==> config.mk <==
export PLATFORM = sky130hd
export DESIGN_NAME = mbox_irq
export DESIGN_NICKNAME = d
export VERILOG_FILES = /design/src/rtl/mbox_irq.sv
export SDC_FILE = /design/constraint.sdc
export NUM_CORES = 1
export LEC_CHECK = 0
export ABC_CLOCK_PERIOD_IN_PS = 1030
export BUFFER_PORTS_ARGS = -buffer_cell sky130_fd_sc_hd__buf_2
export CORE_AREA = 2 2 39 41
export CTS_CLUSTER_DIAMETER = 150
export DETAILED_ROUTE_END_ITERATION = 8
export DIE_AREA = 0 0 41 43
export PLACE_DENSITY = 0.54
export SKIP_LAST_GASP = 1
export SLEW_MARGIN = 20
export SYNTH_ARGS = -nofsm -noshare
export SYNTH_HDL_FRONTEND = slang
export SYNTH_SLANG_ARGS = --single-unit
export TNS_END_PERCENT = 30
==> constraint.sdc <==
create_clock -name clk -period 1.03 [get_ports clk]
set_clock_uncertainty 0.1 [all_clocks]
set_input_delay 0.1545 -clock clk [delete_from_list [all_inputs] [get_ports clk]]
set_output_delay 0.1545 -clock clk [all_outputs]
set_load 0.02 [all_outputs]
==> src/rtl/mbox_irq.sv <==
module mbox_irq #(
  parameter int AW = 17
) (
  input  logic          clk,
  input  logic          rst_n,
  input  logic          mbox_en,
  input  logic          lt_cs_n,
  input  logic          lt_we_n,
  input  logic          lt_oe_n,
  input  logic [AW-1:0] lt_addr,
  input  logic          rt_cs_n,
  input  logic          rt_we_n,
  input  logic          rt_oe_n,
  input  logic [AW-1:0] rt_addr,
  output logic          lt_irq_n,
  output logic          rt_irq_n
);
  localparam logic [AW-1:0] MBOX_RT = '1;
  localparam logic [AW-1:0] MBOX_LT = MBOX_RT - AW'(1);

  logic lt_wr, lt_rd, rt_wr, rt_rd;
  logic set_lt, clr_lt, set_rt, clr_rt;
  logic flag_lt, flag_rt;

  assign lt_wr = !lt_cs_n && !lt_we_n;
  assign lt_rd = !lt_cs_n && !lt_oe_n && lt_we_n;
  assign rt_wr = !rt_cs_n && !rt_we_n;
  assign rt_rd = !rt_cs_n && !rt_oe_n && rt_we_n;

  assign set_lt = mbox_en && rt_wr && (rt_addr == MBOX_LT);
  assign clr_lt = lt_rd && (lt_addr == MBOX_LT);
  assign set_rt = mbox_en && lt_wr && (lt_addr == MBOX_RT);
  assign clr_rt = rt_rd && (rt_addr == MBOX_RT);

  always_ff @(posedge clk or negedge rst_n) begin
    if (!rst_n) begin
      flag_lt <= 1'b0;
      flag_rt <= 1'b0;
    end else begin
      if (set_lt)      flag_lt <= 1'b1;
      else if (clr_lt) flag_lt <= 1'b0;
      if (set_rt)      flag_rt <= 1'b1;
      else if (clr_rt) flag_rt <= 1'b0;
    end
  end

  assign lt_irq_n = ~flag_lt;
  assign rt_irq_n = ~flag_rt;

  assert_reset_idle_R1: assert property (@(posedge clk)
    !rst_n |=> (lt_irq_n && rt_irq_n));

  assert_lt_set_R3: assert property (@(posedge clk) disable iff (!rst_n)
    (mbox_en && !rt_cs_n && !rt_we_n && rt_addr == MBOX_LT) |=> !lt_irq_n);

  assert_rt_set_R4: assert property (@(posedge clk) disable iff (!rst_n)
    (mbox_en && !lt_cs_n && !lt_we_n && lt_addr == MBOX_RT) |=> !rt_irq_n);

  assert_lt_clear_R5: assert property (@(posedge clk) disable iff (!rst_n)
    (!lt_cs_n && !lt_oe_n && lt_we_n && lt_addr == MBOX_LT && !set_lt) |=> lt_irq_n);

  assert_rt_clear_R6: assert property (@(posedge clk) disable iff (!rst_n)
    (!rt_cs_n && !rt_oe_n && rt_we_n && rt_addr == MBOX_RT && !set_rt) |=> rt_irq_n);

  assert_gate_lt_R8: assert property (@(posedge clk) disable iff (!rst_n)
    $fell(lt_irq_n) |-> $past(mbox_en));

  assert_gate_rt_R8: assert property (@(posedge clk) disable iff (!rst_n)
    $fell(rt_irq_n) |-> $past(mbox_en));

  assert_hold_lt_R9: assert property (@(posedge clk) disable iff (!rst_n)
    (rt_cs_n && lt_cs_n) |=> $stable(lt_irq_n));

  assert_hold_rt_R9: assert property (@(posedge clk) disable iff (!rst_n)
    (rt_cs_n && lt_cs_n) |=> $stable(rt_irq_n));
endmodule

==> run_results.csv <==
group,metric,value,unit
global_route,antenna_found_initial,0,
die,die_area,1760,sq um
yosys,yosysWarnings,0,
sta,tns,0,ps
setup_path,worstPathMaxFanout,2,
sta,max_freq,0.973,GHz
setup_path,worstReg2RegEnd,"flag_lt",
die,die_x,41,um
setup_path,cp_num_buf_inv,1,
detailed_routing,vias,405,
final_layout,drive_gt1_share,68.4,%
yosys,async_reset_ff_share,100,%
power_and_ir_drop,switching_share,20.9,%
detailed_routing,drc,0,
yosys,synthFlopType,"dfrtp_1",
yosys,syn-num-nets,69,
yosys,synth_top_area_share,24.8,%
run_status,outcome,"finished clean",
setup_path,setup.worst_path.start_class,"primary input",
detailed_routing,final_antenna_net_count,0,
power_and_ir_drop,pwr-share-comb,29.0,%
yosys,avgSynthCellArea,7.75,sq um
setup_path,cp_top_family,"simple AND/OR/NAND/NOR gates",
sta,finalHoldViolations,0,
detailed_routing,drt_iter0_drc,2,
placed_design,place_congestion,0.747,
power_and_ir_drop,p_leak,0.271,nW
setup_path,slowest_delay,390,ps
yosys,synth-seq-area-share,24.8,%
yosys,synthCells,26,
power_and_ir_drop,peakVddDrop,492,uV
sta,fin_crit_sh,99.8,%
hold_path,hold-path-endpoint,"flag_rt",
yosys,post-synth-top-count-cell,"nand4_1",
global_route,grt_pass1_vias,405,
hold_path,min_path_cells,2,
final_layout,area_growth,161,%
yosys,yosysUniqueCellTypes,14,
setup_path,timing.rr.start,"flag_lt",
sta,fin_crit,1030,ps
setup_path,end_kind,"flip-flop",
setup_path,rr_worst_depth,3,
final_layout,antenna_cells,0,
detailed_routing,dr.pass1.iters,4,
final_layout,fillerInstances,154,
placed_design,hpwlAfterDp,769,um
clock_tree,clock_tree.buffer_depth,2,
die,ios,45,
power_and_ir_drop,pwr-share-seq,22.6,%
clock_tree,cts_num_sinks,2,
detailed_routing,wl,847,um
setup_path,cp.arrival,1020,ps
clock_tree,clk_latency,220,ps
clock_tree,cts_tree,"built",
setup_path,critical_path_required,1020,ps
setup_path,crit_type,"primary input to flip-flop",
placed_design,placed_cell_area,449,sq um
sta,relSlewSlack,81.4,%
detailed_routing,routedWlPerCell,9.21,um
sta,rsz0062_at_grt,"true",
setup_path,slowest_stage,"or3_4",
die,initial_core_util,14.6,%
yosys,synth_commonest_cells,"nand4_1 (5), nand2_1 (3), nand3_1 (3), nor2_1 (3)",
setup_path,path_cells,"buf_2 -> nand4_1 -> or3_4 -> o41ai_4 -> o31ai_1",
yosys,synth.ff_latch_count,2,
die,design.core.area,1380,sq um
global_route,grt_pass1_wl,1350,um
sta,worst_pin_slew,278,ps
hold_path,hold_path_class,"primary input to flip-flop",
hold_path,hold_start,"lt_we_n",
detailed_routing,via_per_inst,4.40,
yosys,syn-cell-area,201,sq um
clock_tree,cts_buffers,3,
clock_tree,clk_root_buffer_cell,"clkbuf_4",
power_and_ir_drop,internal_power,0.277,mW
global_route,overflow,0,
flow_run,maxCapViolCount,0,
global_route,grt_max_degree,3,
setup_path,rrSetupSlack,140,ps
die,die_y,43,um
final_layout,design_area,527,sq um
clock_tree,htree_levels,1,
power_and_ir_drop,power.density,664,nW/um^2
yosys,synth_edf_count,0,
yosys,ys_top_cells_by_area,"dfrtp_1 (25%), nand4_1 (16%), o41ai_2 (8.1%)",
yosys,yosys.area.top_type,"dfrtp_1",
global_route,grtUsageTotal,11.1,%
power_and_ir_drop,p_sw,0.0732,mW
power_and_ir_drop,power_frac_clock,48.3,%
placed_design,portBuffers,44,
clock_tree,clk_pin_slew,30,ps
sta,setup_viol,0,
die,fp-row-count,14,
final_layout,num-nets-final,121,
sta,slew_viol_final,0,
==> through the flow <==
step	utilization (%)	std cells	total power, mW	hold WS (ps)	setup WS [ps]
after floorplan	-	26	0.0913	-241	-214
after global placement	32.5	87	0.171	-153	-330
after detailed placement	32.5	87	0.172	-155	-356
after CTS	36.9	92	0.359	25.6	-11.9
after global routing	38.1	92	0.386	34.0	-62.2
final	38.1	92	0.350	37.5	1.84
==> cell usage in the layout (no fill, tap or decap), drive strengths merged <==
| cell type | n |
|---|---|
| nor3b | 1 |
| nor2 | 3 |
| clkbuf | 3 |
| a41oi | 1 |
| dlygate4sd3 | 1 |
| a31o | 1 |
| or3 | 1 |
| inv | 2 |
| and4b | 1 |
| nand3 | 3 |
| nand4 | 5 |
| o31ai | 1 |
| o41ai | 1 |
| nor3 | 1 |
| dfrtp | 2 |
| buf | 46 |
| nand2 | 3 |
==> cell families after synthesis <==
group	synth area share, %
AOI/OAI and AO/OA	20.5
buffers and inverters	3.73
DFF	24.8
and+or+nand+nor	50.9
==> metal layers <==
| layer | vias up | GRT usage, % | share of wire (%) |
|---|---|---|---|
| li1 | 206 | - | - |
| met1 | 171 | 11.2 | 34 |
| met2 | 28 | 18.8 | 52 |
| met3 | 0 | 5.24 | 14 |
| met4 | 0 | 4.00 | 0 |
| met5 | - | 0 | 0 |
==> timing repair <==
action	CTS	global route
resized for setup	5	2
pin swaps	3	0
setup buffers	1	0
endpoints found under the setup margin	3	4
hold buffers	1	0
hold endpoints to repair	2	0
==> cell type report <==
class	count	area [sq um]	area share, %
multi-input cells	22	160	30.4
clock buffers	3	22.5	4.28
flip-flops and latches	2	50.0	9.50
well taps	16	20.0	3.80
repair buffers	47	267	50.6
inverters	2	7.51	1.43
==> flip-flops by register name, indices dropped and copies added (netlist names) <==
register,count
flag_lt,1
flag_rt,1
==> worst register-to-register path: stages (launching register included) <==
cell     delay, ps
dfrtp_1        340
inv_1           70
a41oi_1         50
a31o_1         210
==> power by group through the flow <==
| stage | registers (mW) | logic [mW] | clock network (mW) |
|---|---|---|---|
| 2_1_floorplan | 0.0800 | 0.0113 | 0 |
| 3_3_place_gp | 0.0800 | 0.0906 | 0 |
| 3_5_place_dp | 0.0800 | 0.0923 | 0 |
| 4_1_cts | 0.0792 | 0.100 | 0.179 |
| 5_1_grt | 0.0791 | 0.114 | 0.193 |
| 6_report | 0.0792 | 0.102 | 0.169 |
==> worst max-delay path by stage <==
stage | from | to | slack [ps] | depth (start not counted)
final | rt_addr[9] | flag_rt | 2 | 5
after CTS | flag_rt | rt_irq_n | -10 | 2
after detailed placement | rt_addr[15] | flag_rt | -360 | 5
after floorplan | rt_addr[15] | flag_rt | -210 | 4
after global placement | rt_addr[15] | flag_rt | -330 | 5
after global routing | rt_addr[9] | flag_rt | -60 | 5
(Power assumes the default switching activity.)
